===== config.mk =====
export PLATFORM = sky130hd
export DESIGN_NAME = dma_chan_engine
export DESIGN_NICKNAME = d
export VERILOG_FILES = /design/src/rtl/dma_chan_pkg.sv /design/src/rtl/dma_addr_unit.sv /design/src/rtl/dma_cnt_unit.sv /design/src/rtl/dma_seq.sv /design/src/rtl/dma_chan_engine.sv
export SDC_FILE = /design/constraint.sdc
export NUM_CORES = 1
export LEC_CHECK = 0
export BUFFER_PORTS_ARGS = -buffer_cell sky130_fd_sc_hd__buf_4
export CORE_UTILIZATION = 40
export CTS_BUF_LIST = sky130_fd_sc_hd__clkbuf_8 sky130_fd_sc_hd__clkbuf_16
export CTS_CLUSTER_DIAMETER = 40
export CTS_CLUSTER_SIZE = 14
export DETAILED_ROUTE_END_ITERATION = 12
export PLACE_DENSITY = 0.56
export SYNTH_ARGS = -nofsm -noshare
export SYNTH_HDL_FRONTEND = slang
export SYNTH_SLANG_ARGS = --single-unit

===== constraint.sdc =====
create_clock -name clk -period 5.8 [get_ports clk]
set_input_delay 1.16 -clock clk [delete_from_list [all_inputs] [get_ports clk]]
set_output_delay 1.16 -clock clk [all_outputs]
set_load 0.05 [all_outputs]

===== src/rtl/dma_chan_pkg.sv =====
package dma_chan_pkg;
  localparam int CB_EN   = 0;
  localparam int CB_HALF = 1;
  localparam int CB_DONE = 2;
  localparam int CB_SW   = 3;
  localparam int CB_SIZE = 4;
  localparam int CB_FLOW = 6;
  localparam int CB_XM   = 8;
  localparam int CB_DM   = 10;
  localparam int CB_SM   = 12;
  localparam int CB_TRAP = 14;
  localparam int CB_RLS  = 15;
  localparam int CB_RLD  = 16;
  localparam int CB_RLC  = 17;
  localparam int CTL_W   = 18;

  localparam logic [1:0] FLOW_COPY = 2'b00;
  localparam logic [1:0] FLOW_NULW = 2'b01;

  localparam logic [1:0] AM_INC = 2'b01;
  localparam logic [1:0] AM_DEC = 2'b10;

  typedef enum logic [2:0] {
    ST_IDLE,
    ST_ARMED,
    ST_RD,
    ST_WR,
    ST_WB
  } seq_state_e;

  function automatic logic [2:0] step_bytes(input logic [1:0] size);
    case (size)
      2'b00:   return 3'd1;
      2'b01:   return 3'd2;
      default: return 3'd4;
    endcase
  endfunction
endpackage


===== src/rtl/dma_addr_unit.sv =====
module dma_addr_unit
  import dma_chan_pkg::*;
#(
  parameter int AW = 24
) (
  input  logic          clk,
  input  logic          rst_n,
  input  logic          wr_en,
  input  logic [AW-1:0] wr_val,
  input  logic          reload,
  input  logic          step,
  input  logic [1:0]    mode,
  input  logic [1:0]    size,
  output logic [AW-1:0] addr
);
  logic [AW-1:0] saved_q;
  logic [AW-1:0] delta;

  assign delta = AW'(step_bytes(size));

  always_ff @(posedge clk) begin
    if (!rst_n) begin
      addr    <= '0;
      saved_q <= '0;
    end else if (wr_en) begin
      addr    <= wr_val;
      saved_q <= wr_val;
    end else if (reload) begin
      addr <= saved_q;
    end else if (step) begin
      if (mode == AM_INC)      addr <= addr + delta;
      else if (mode == AM_DEC) addr <= addr - delta;
    end
  end
endmodule


===== src/rtl/dma_cnt_unit.sv =====
module dma_cnt_unit #(
  parameter int CW = 32
) (
  input  logic          clk,
  input  logic          rst_n,
  input  logic          wr_en,
  input  logic [CW-1:0] wr_val,
  input  logic          reload,
  input  logic          dec,
  output logic          cnt_nz,
  output logic          saved_nz,
  output logic          cnt_is_one,
  output logic          half_hit
);
  localparam logic [CW-1:0] ONE = CW'(1);

  logic [CW-1:0] cnt_q;
  logic [CW-1:0] saved_q;
  logic [CW-1:0] half_mark;

  assign half_mark  = saved_q >> 1;
  assign cnt_nz     = (cnt_q != '0);
  assign saved_nz   = (saved_q != '0);
  assign cnt_is_one = (cnt_q == ONE);
  assign half_hit   = dec && (half_mark != '0) && ((cnt_q - ONE) == half_mark);

  always_ff @(posedge clk) begin
    if (!rst_n) begin
      cnt_q   <= '0;
      saved_q <= '0;
    end else if (wr_en) begin
      cnt_q   <= wr_val;
      saved_q <= wr_val;
    end else if (reload) begin
      cnt_q <= saved_q;
    end else if (dec) begin
      cnt_q <= cnt_q - ONE;
    end
  end
endmodule


===== src/rtl/dma_seq.sv =====
module dma_seq
  import dma_chan_pkg::*;
(
  input  logic       clk,
  input  logic       rst_n,
  input  logic       en,
  input  logic       trap_en,
  input  logic       trap_q,
  input  logic [1:0] xmode,
  input  logic [1:0] flow,
  input  logic       rl_cnt,
  input  logic       req,
  input  logic       cnt_nz,
  input  logic       saved_nz,
  input  logic       cnt_is_one,
  input  logic       bus_ready,
  input  logic       bus_err,
  output seq_state_e state,
  output logic       start_ld,
  output logic       elem_done,
  output logic       last_done,
  output logic       rep_reload,
  output logic       trap_set,
  output logic       swreq_clr
);
  seq_state_e nxt;
  logic repeated, cont, eff_nz, rd_only;

  assign repeated = xmode[0];
  assign cont     = xmode[1];
  assign eff_nz   = (rl_cnt || repeated) ? saved_nz : cnt_nz;
  assign rd_only  = (flow != FLOW_COPY) && (flow != FLOW_NULW);

  always_comb begin
    nxt        = state;
    start_ld   = 1'b0;
    elem_done  = 1'b0;
    last_done  = 1'b0;
    rep_reload = 1'b0;
    trap_set   = 1'b0;
    swreq_clr  = 1'b0;
    case (state)
      ST_IDLE: begin
        if (en && req && !trap_q) begin
          if (eff_nz) begin
            start_ld = 1'b1;
            nxt      = ST_RD;
          end else begin
            swreq_clr = 1'b1;
          end
        end
      end
      ST_ARMED: if (req) nxt = ST_RD;
      ST_RD: begin
        if (bus_ready) begin
          if (bus_err && trap_en) begin
            trap_set  = 1'b1;
            swreq_clr = 1'b1;
            nxt       = ST_IDLE;
          end else if (rd_only) begin
            elem_done = 1'b1;
          end else begin
            nxt = ST_WR;
          end
        end
      end
      ST_WR: begin
        if (bus_ready) begin
          if (flow == FLOW_NULW) nxt = ST_WB;
          else                   elem_done = 1'b1;
        end
      end
      ST_WB: if (bus_ready) elem_done = 1'b1;
      default: nxt = ST_IDLE;
    endcase

    if (elem_done) begin
      if (cnt_is_one) begin
        last_done = 1'b1;
        swreq_clr = 1'b1;
        if (repeated) begin
          rep_reload = 1'b1;
          nxt        = saved_nz ? ST_ARMED : ST_IDLE;
        end else begin
          nxt = ST_IDLE;
        end
      end else if (cont) begin
        nxt = ST_RD;
      end else begin
        swreq_clr = 1'b1;
        nxt       = ST_ARMED;
      end
    end

    if (!en) nxt = ST_IDLE;
  end

  always_ff @(posedge clk) begin
    if (!rst_n) state <= ST_IDLE;
    else        state <= nxt;
  end
endmodule


===== src/rtl/dma_chan_engine.sv =====
module dma_chan_engine
  import dma_chan_pkg::*;
#(
  parameter int AW = 24,
  parameter int CW = 32,
  parameter int DW = 32,
  parameter int RW = 32
) (
  input  logic          clk,
  input  logic          rst_n,
  input  logic          cfg_we,
  input  logic [1:0]    cfg_sel,
  input  logic [RW-1:0] cfg_wdata,
  input  logic          hw_req,
  output logic          bus_req,
  input  logic          bus_ready,
  output logic          bus_we,
  output logic [AW-1:0] bus_addr,
  output logic [1:0]    bus_size,
  output logic [DW-1:0] bus_wdata,
  input  logic [DW-1:0] bus_rdata,
  input  logic          bus_err,
  output logic          irq_done,
  output logic          irq_half,
  output logic          trap,
  output logic          chan_active,
  output logic          soft_req_pending
);
  localparam logic [1:0] SEL_CTL = 2'd0;
  localparam logic [1:0] SEL_SRC = 2'd1;
  localparam logic [1:0] SEL_DST = 2'd2;
  localparam logic [1:0] SEL_CNT = 2'd3;

  logic [CTL_W-1:0] ctl_q;
  logic [DW-1:0]    data_q;
  logic             trap_q;
  seq_state_e       state;

  logic start_ld, elem_done, last_done, rep_reload, trap_set, swreq_clr;
  logic cnt_nz, saved_nz, cnt_is_one, half_hit;
  logic ctl_wr;
  logic [AW-1:0] src_addr, dst_addr;
  logic src_rl, dst_rl, cnt_rl;

  assign ctl_wr = cfg_we && (cfg_sel == SEL_CTL);

  always_ff @(posedge clk) begin
    if (!rst_n) begin
      ctl_q <= '0;
    end else if (ctl_wr) begin
      ctl_q        <= cfg_wdata[CTL_W-1:0];
      ctl_q[CB_SW] <= cfg_wdata[CB_SW] & cfg_wdata[CB_EN];
    end else if (swreq_clr) begin
      ctl_q[CB_SW] <= 1'b0;
    end
  end

  always_ff @(posedge clk) begin
    if (!rst_n)        trap_q <= 1'b0;
    else if (ctl_wr)   trap_q <= 1'b0;
    else if (trap_set) trap_q <= 1'b1;
  end

  always_ff @(posedge clk) begin
    if (!rst_n) data_q <= '0;
    else if (state == ST_RD && bus_ready) data_q <= bus_rdata;
  end

  always_ff @(posedge clk) begin
    if (!rst_n) begin
      irq_done <= 1'b0;
      irq_half <= 1'b0;
    end else begin
      irq_done <= last_done & ctl_q[CB_DONE];
      irq_half <= half_hit & ctl_q[CB_HALF];
    end
  end

  assign src_rl = (start_ld | rep_reload) & ctl_q[CB_RLS];
  assign dst_rl = (start_ld | rep_reload) & ctl_q[CB_RLD];
  assign cnt_rl = rep_reload | (start_ld & (ctl_q[CB_RLC] | ctl_q[CB_XM]));

  dma_seq u_seq (
    .clk        (clk),
    .rst_n      (rst_n),
    .en         (ctl_q[CB_EN]),
    .trap_en    (ctl_q[CB_TRAP]),
    .trap_q     (trap_q),
    .xmode      (ctl_q[CB_XM+:2]),
    .flow       (ctl_q[CB_FLOW+:2]),
    .rl_cnt     (ctl_q[CB_RLC]),
    .req        (ctl_q[CB_SW] | hw_req),
    .cnt_nz     (cnt_nz),
    .saved_nz   (saved_nz),
    .cnt_is_one (cnt_is_one),
    .bus_ready  (bus_ready),
    .bus_err    (bus_err),
    .state      (state),
    .start_ld   (start_ld),
    .elem_done  (elem_done),
    .last_done  (last_done),
    .rep_reload (rep_reload),
    .trap_set   (trap_set),
    .swreq_clr  (swreq_clr)
  );

  dma_addr_unit #(.AW(AW)) u_src (
    .clk    (clk),
    .rst_n  (rst_n),
    .wr_en  (cfg_we && cfg_sel == SEL_SRC),
    .wr_val (cfg_wdata[AW-1:0]),
    .reload (src_rl),
    .step   (elem_done),
    .mode   (ctl_q[CB_SM+:2]),
    .size   (ctl_q[CB_SIZE+:2]),
    .addr   (src_addr)
  );

  dma_addr_unit #(.AW(AW)) u_dst (
    .clk    (clk),
    .rst_n  (rst_n),
    .wr_en  (cfg_we && cfg_sel == SEL_DST),
    .wr_val (cfg_wdata[AW-1:0]),
    .reload (dst_rl),
    .step   (elem_done),
    .mode   (ctl_q[CB_DM+:2]),
    .size   (ctl_q[CB_SIZE+:2]),
    .addr   (dst_addr)
  );

  dma_cnt_unit #(.CW(CW)) u_cnt (
    .clk        (clk),
    .rst_n      (rst_n),
    .wr_en      (cfg_we && cfg_sel == SEL_CNT),
    .wr_val     (cfg_wdata[CW-1:0]),
    .reload     (cnt_rl),
    .dec        (elem_done),
    .cnt_nz     (cnt_nz),
    .saved_nz   (saved_nz),
    .cnt_is_one (cnt_is_one),
    .half_hit   (half_hit)
  );

  assign bus_req          = (state == ST_RD) || (state == ST_WR) || (state == ST_WB);
  assign bus_we           = (state == ST_WR) || (state == ST_WB);
  assign bus_addr         = (state == ST_WR) ? dst_addr : src_addr;
  assign bus_size         = ctl_q[CB_SIZE+:2];
  assign bus_wdata        = data_q;
  assign trap             = trap_q;
  assign chan_active      = (state != ST_IDLE);
  assign soft_req_pending = ctl_q[CB_SW];
endmodule


== Word-level counts from Yosys, hierarchy flattened ==
Cells that the tools add are included.

* $add $sub $neg: 5
* Equality and inequality tests: 24
* Multiplexer cells: 56
* Bitwise gates (word level): 11
* Reductions and logical operators: 35

{| class="wikitable"
|+ Operators by type and width
! operator !! count
|-
| 2-to-1 mux 24 bit || 11
|-
| 2-to-1 mux 32 bit || 3
|-
| nonzero test 32 bit || 3
|-
| adder 24 x 3 -> 24 bit || 2
|-
| subtractor 24 x 3 -> 24 bit || 2
|-
| 2-to-1 mux 3 bit || 11
|-
| equality test 32 x 1 -> 1 bit (second input constant) || 1
|-
| equality test 32 x 31 -> 1 bit || 1
|-
| subtractor 32 x 1 -> 32 bit (second input constant) || 1
|-
| 2-to-1 mux 1 bit || 26
|-
| one-hot mux 3 bit (5 select lines) || 1
|-
| != test 3 x 1 -> 1 bit (second input constant) || 4
|-
| nonzero test 3 bit || 4
|-
| logical AND 1 bit || 11
|-
| equality test 2 x 1 -> 1 bit (second input constant) || 5
|-
| equality test 2 bit (second input constant) || 4
|-
| AND reduction 8 bit || 1
|-
| nonzero test 4 bit || 2
|-
| AND 1 bit || 6
|-
| equality test 3 x 2 -> 1 bit (second input constant) || 2
|-
| != test 3 x 2 -> 1 bit (second input constant) || 2
|-
| one-hot mux 3 bit (2 select lines) || 1
|-
| AND reduction 2 bit || 3
|-
| logical NOT 2 bit || 2
|-
| other kinds (14) || 22
|}

* Register bits: 216
* Input port bits: 72
* Output and inout port bits: 65
* Logic and storage cells: 144

== Longest topological paths before layout ==
* Word-level depth: 11
* Mapped depth: 13
* Mapped depth without buffers: 13

== Cells and area by module ==
From an unflattened synthesis, not the netlist that was laid out.

* Cell total of the unflattened synthesis: 1759
* Area, all modules: 14227.4 um^2

{| class="wikitable"
|+ By module, submodules not included
! module !! instances !! cells an instance !! area each (um^2) !! sequential area each (um^2)
|-
| dma_cnt_unit || 1 || 575 || 4350.4 || 1281.2
|-
| dma_addr_unit at u_src || 1 || 440 || 3572.2 || 960.9
|-
| dma_addr_unit at u_dst || 1 || 421 || 3379.5 || 960.9
|-
| dma_chan_engine || 1 || 269 || 2539.9 || 1061.0
|-
| dma_seq || 1 || 54 || 385.4 || 60.1
|}

== Least setup slack after synthesis ==
Ideal clock, no wire load.

* Path kind: reg-to-reg
* From: register ctl_q[10]
* To: register u_dst.addr[22]
* Setup time: 0.095 ns
* Arrival time: 3.415 ns
* Data required time: 5.705 ns
* Path slack: 2.289 ns
* Stages on the path, launching flop included: 14
* Path buffers: 0
* Period minus slack after synthesis: 3.511 ns
* Cell sequence: dfxtp_1 nor2b_1 inv_1 nor2_1 nor2_1 fa_1 a211oi_1 o21ai_0 a31o_2 o41a_1 a221oi_1 o21ai_0 xnor2_1 a221oi_1

* Longest elaborated chain between the ends: 5
* Elaborated cells between the ends (all ways): 8
* Those cells by class: eq/ne (2); mux (4); reduce/logical (2)

{| class="wikitable"
|+ Ends and longest elaborated chain
! item !! RTL line !! RTL
|-
| start: declaration || dma_chan_engine.sv:34 || <nowiki>logic [CTL_W-1:0] ctl_q;</nowiki>
|-
| start signal: assignment || dma_chan_engine.sv:51 || <nowiki>ctl_q <= cfg_wdata[CTL_W-1:0];</nowiki>
|-
| start signal: indexed assignment || dma_chan_engine.sv:52 || <nowiki>ctl_q[CB_SW] <= cfg_wdata[CB_SW] & cfg_wdata[CB_EN];</nowiki>
|-
| equality test 2 x 1 -> 1 bit || dma_addr_unit.sv:31 || <nowiki>if (mode == AM_INC) addr <= addr + delta;</nowiki>
|-
| 2-to-1 mux 24 bit || dma_addr_unit.sv:31 ||
|-
| 2-to-1 mux 24 bit || dma_addr_unit.sv:30 || <nowiki>end else if (step) begin</nowiki>
|-
| 2-to-1 mux 24 bit || dma_addr_unit.sv:28 || <nowiki>end else if (reload) begin</nowiki>
|-
| 2-to-1 mux 24 bit || dma_addr_unit.sv:25 || <nowiki>end else if (wr_en) begin</nowiki>
|-
| end signal: assignment || dma_addr_unit.sv:26 || <nowiki>addr <= wr_val;</nowiki>
|-
| end signal: assignment || dma_addr_unit.sv:29 || <nowiki>addr <= saved_q;</nowiki>
|-
| end signal: assignment || dma_addr_unit.sv:31 ||
|-
| end: declaration || dma_addr_unit.sv:14 || <nowiki>output logic [AW-1:0] addr</nowiki>
|}

Parallel ways exist; a longest one is shown, timed or not. The select of a mux whose other input is x is not followed.
A chain may end at the register's enable or synchronous reset.

== Worst setup path after layout ==
* From: register u_cnt.cnt_q[24]
* To: register u_cnt.cnt_q[25]

* Longest elaborated chain between the ends: 9
* Elaborated cells between the ends (all ways): 15
* Those cells by class: add/sub (1); eq/ne (1); mux (9); bitwise (2); reduce/logical (2)

{| class="wikitable"
|+ Ends and longest elaborated chain
! item !! RTL line !! RTL
|-
| start: declaration || dma_cnt_unit.sv:17 || <nowiki>logic [CW-1:0] cnt_q;</nowiki>
|-
| start signal: assignment || dma_cnt_unit.sv:32 || <nowiki>cnt_q <= wr_val;</nowiki>
|-
| start signal: assignment || dma_cnt_unit.sv:35 || <nowiki>cnt_q <= saved_q;</nowiki>
|-
| start signal: assignment || dma_cnt_unit.sv:37 || <nowiki>cnt_q <= cnt_q - ONE;</nowiki>
|-
| branches (longest 9 deep; another with subtractor 32 x 1 -> 32 bit) || n/a ||
|}

Several ways; the timed one is not identified. The select of a mux whose other input is x is not followed.

==> reports/results.ini <==
[status]
outcome=finished, final reports clean

[die]
die_w_um=182.7
start_util=0.4097
dieArea_um2=33380
die_h_um=182.7
rows=65
ios=137
core_um2=31880

[clock_tree]
cts_tree=yes
numCtsBuffers=43
insertion_delay_ns=0.55
cts_setup_buffers=0
cts_root_buffer=clkbuf_16
htree_levels=2
clk_transition_reported_paths_ns=0.05
clock_sinks=216
cts_resized=0
cts_buffer_depth=3
cts_hold_buf=0

[power_and_ir_drop]
pwr-share-seq=0.323
p_sw_frac=0.2947
p_int_w=0.003483
power.density_nw_per_um2=313.3
p_sw_w=0.001455
clockPowerShare=0.501
ir_worst_vdd_mv=0.1795
p_total_w=0.004938
leakagePower_nw=6.274
combPwrFrac=0.176

[yosys]
synth_compound_area_frac=0.2393
muxShareOfSynthArea=0.04579
synth_edf_count=0
ys_seq_area_frac=0.3311
yosysUniqueCellTypes=82
ys.flop_type=dfxtp_1
synthSimpleGateAreaFrac=0.2293
yosys_warnings=0
synth_top_family_by_area=compound AO/OA/AOI/OAI gates
async_flop_share=0
synth-seq-cells=216
synth_fp_nets=1826
synthAdderAreaFrac=0.04905
synthesis.area_um2=13060
syn_area_per_cell_um2=7.665
netlist_instances=1704
synth_xor_area_frac=0.06035

[routing]
dr.first_iter.drc_count=1016
route.detailed.drc=0
firstDrtPassIters=5
drt-total-wl_um=44370
routedWlPerCell_um=19.67
vias=13030
postRouteAntennaNets=0
routed_via_density=5.775

[critical_path]
path_max_fanout=29
cp_top_family=simple AND/OR/NAND/NOR gates
path_cells=or4_4 -> or4_1 -> nor4_4 -> nor3_2 -> o22ai_4 -> buf_4 -> mux2i_1 -> o22ai_1 -> a22o_1
worstPathRequired_ns=6.23
cp-start-kind=register
cp.buffers_inverters=1
cp-end-kind=register
slowest_delay_ns=0.76
worstSetupPathType=reg -> reg
crit_arrival_ns=4.59
slowest_stage=o22ai_4

[finish]
mostFrequentLayoutCell=nand2_1
nets=1909
post-route-util=0.4945
final_cell_mix=nand2_1, dfxtp_1, a21oi_1
antenna_cells=0
drive_gt1_frac=0.1675
syn_to_final_growth_pct=20.69

[timing]
clock.fmax_mhz=240.6
setup_viol=0
hold_violations=0
finalCritPeriodShare=0.7166
timing.slew.headroom=0.2005
rsz0062_at_grt=no
drv_slew=0
period_needed_ns=4.156
tightest_slew_ns=1.183
finalClockSkew_ns=0.02177
tns_ns=0

[place]
place.gp.congestion=0.9897
place_hpwl_um=30690
io_buffers=136

[global_routing]
grt_max_degree=129
overflow=0
grtUsageTotal=0.2636
antenna_found_initial=0
grt_pass1_wl_um=69040
grt_pass1_vias=12100

[worst_hold_path]
hp-class=reg -> reg

[flow_run]
maxCapViolations=0

==> worst reg2reg max path, delay by kind of cell (launching register included) <==
kind / cells / cell delay (ns)
mux: 1 / 0.24
compound gates: 3 / 1.06
simple gates: 4 / 1.91
buf+inv: 1 / 0.46
flops: 1 / 0.37
==> synthesized netlist by cell type (all sizes together) (10+ instances only) <==
master / number / share of area
or4: 14 / 0.0092
a21oi: 218 / 0.084
buf: 29 / 0.012
nand2: 365 / 0.10
nand4: 13 / 0.0062
ha: 48 / 0.046
or3: 12 / 0.0057
a211oi: 17 / 0.010
a21o: 10 / 0.0057
o22ai: 17 / 0.0092
o211ai: 47 / 0.027
xnor2: 55 / 0.037
nor4: 30 / 0.018
dfxtp: 216 / 0.33
nand3: 39 / 0.015
o21ai: 79 / 0.030
and3: 12 / 0.0057
nor2: 93 / 0.028
o31ai: 10 / 0.0057
mux2i: 23 / 0.018
xor2: 35 / 0.023
nor3: 31 / 0.013
a31oi: 12 / 0.0062
clkbuf: 84 / 0.024
inv: 30 / 0.0086
mux2: 32 / 0.028
==> kinds of logic (layout without fill, tap and decap cells) <==
group | Yosys count | after routing
AO/OA/AOI/OAI | 498 | 498
XOR/XNOR | 90 | 90
adder cells (fa/ha/maj) | 50 | 50
buffers and inverters | 143 | 260
flip-flops | 216 | 216
multiplexers | 55 | 55
AND/OR/NAND/NOR | 652 | 652
==> flip-flops by register name (all words and copies together) (netlist names) <==
| name | flops |
|---|---|
| u_src.addr | 24 |
| irq_done | 1 |
| bus_wdata | 32 |
| u_cnt.cnt_q | 32 |
| trap | 1 |
| u_cnt.saved_q | 32 |
| u_seq.state | 3 |
| u_dst.addr | 24 |
| irq_half | 1 |
| ctl_q | 18 |
| u_src.saved_q | 24 |
| u_dst.saved_q | 24 |
==> power by group through the flow <==
stage / Sequential (W) / Clock [W] / Combinational [W]
floorplan: 0.00159 / 0 / 0.000631
global placement: 0.00162 / 0 / 0.000853
detailed placement: 0.00162 / 0 / 0.000856
CTS: 0.00159 / 0.00252 / 0.000862
global route: 0.00160 / 0.00258 / 0.000949
finish: 0.00159 / 0.00247 / 0.000870
==> path summary, 6_finish.rpt <==
check	from	end	slack (ns)	cells after the start
worst max-delay path	u_cnt.cnt_q[24]	u_cnt.cnt_q[25]	1.64	9
worst max register to register	u_cnt.cnt_q[24]	u_cnt.cnt_q[25]	1.64	9
worst min-delay path	bus_wdata[6]	bus_wdata[6]	0.45	2
worst min register to register	bus_wdata[6]	bus_wdata[6]	0.45	2
==> area by class of cell <==
cell class	instances	area (um^2)
inverters	30	115.1
flip-flops and latches	216	4324
fillers	3196	16120
clock buffers	51	1186
clock inverters	28	262.8
repair buffers	151	1146
multi-input cells	1345	8185
well taps	435	544.3
==> stage by stage <==
| stage | cells | instance area [um^2] | setup slack (ns) | hold slack (ns) |
|---|---|---|---|---|
| floorplan | 1704 | 13060 | 2.289 | 0.4319 |
| global placement | 2177 | 14320 | 1.720 | 0.4398 |
| detailed placement | 2177 | 14320 | 1.606 | 0.4465 |
| CTS | 2256 | 15760 | 1.702 | 0.4527 |
| global route | 2256 | 15760 | 1.215 | 0.4653 |
| finish | 2256 | 15760 | 1.644 | 0.4514 |
==> routing by layer <==
metal | GRT usage | routed length (um)
met2 | 0.3953 | 19170
met5 | 0 | 0
met4 | 0.09109 | 1220
met3 | 0.04011 | 3068
met1 | 0.3810 | 20920
Power figures use the tool's default switching activity.
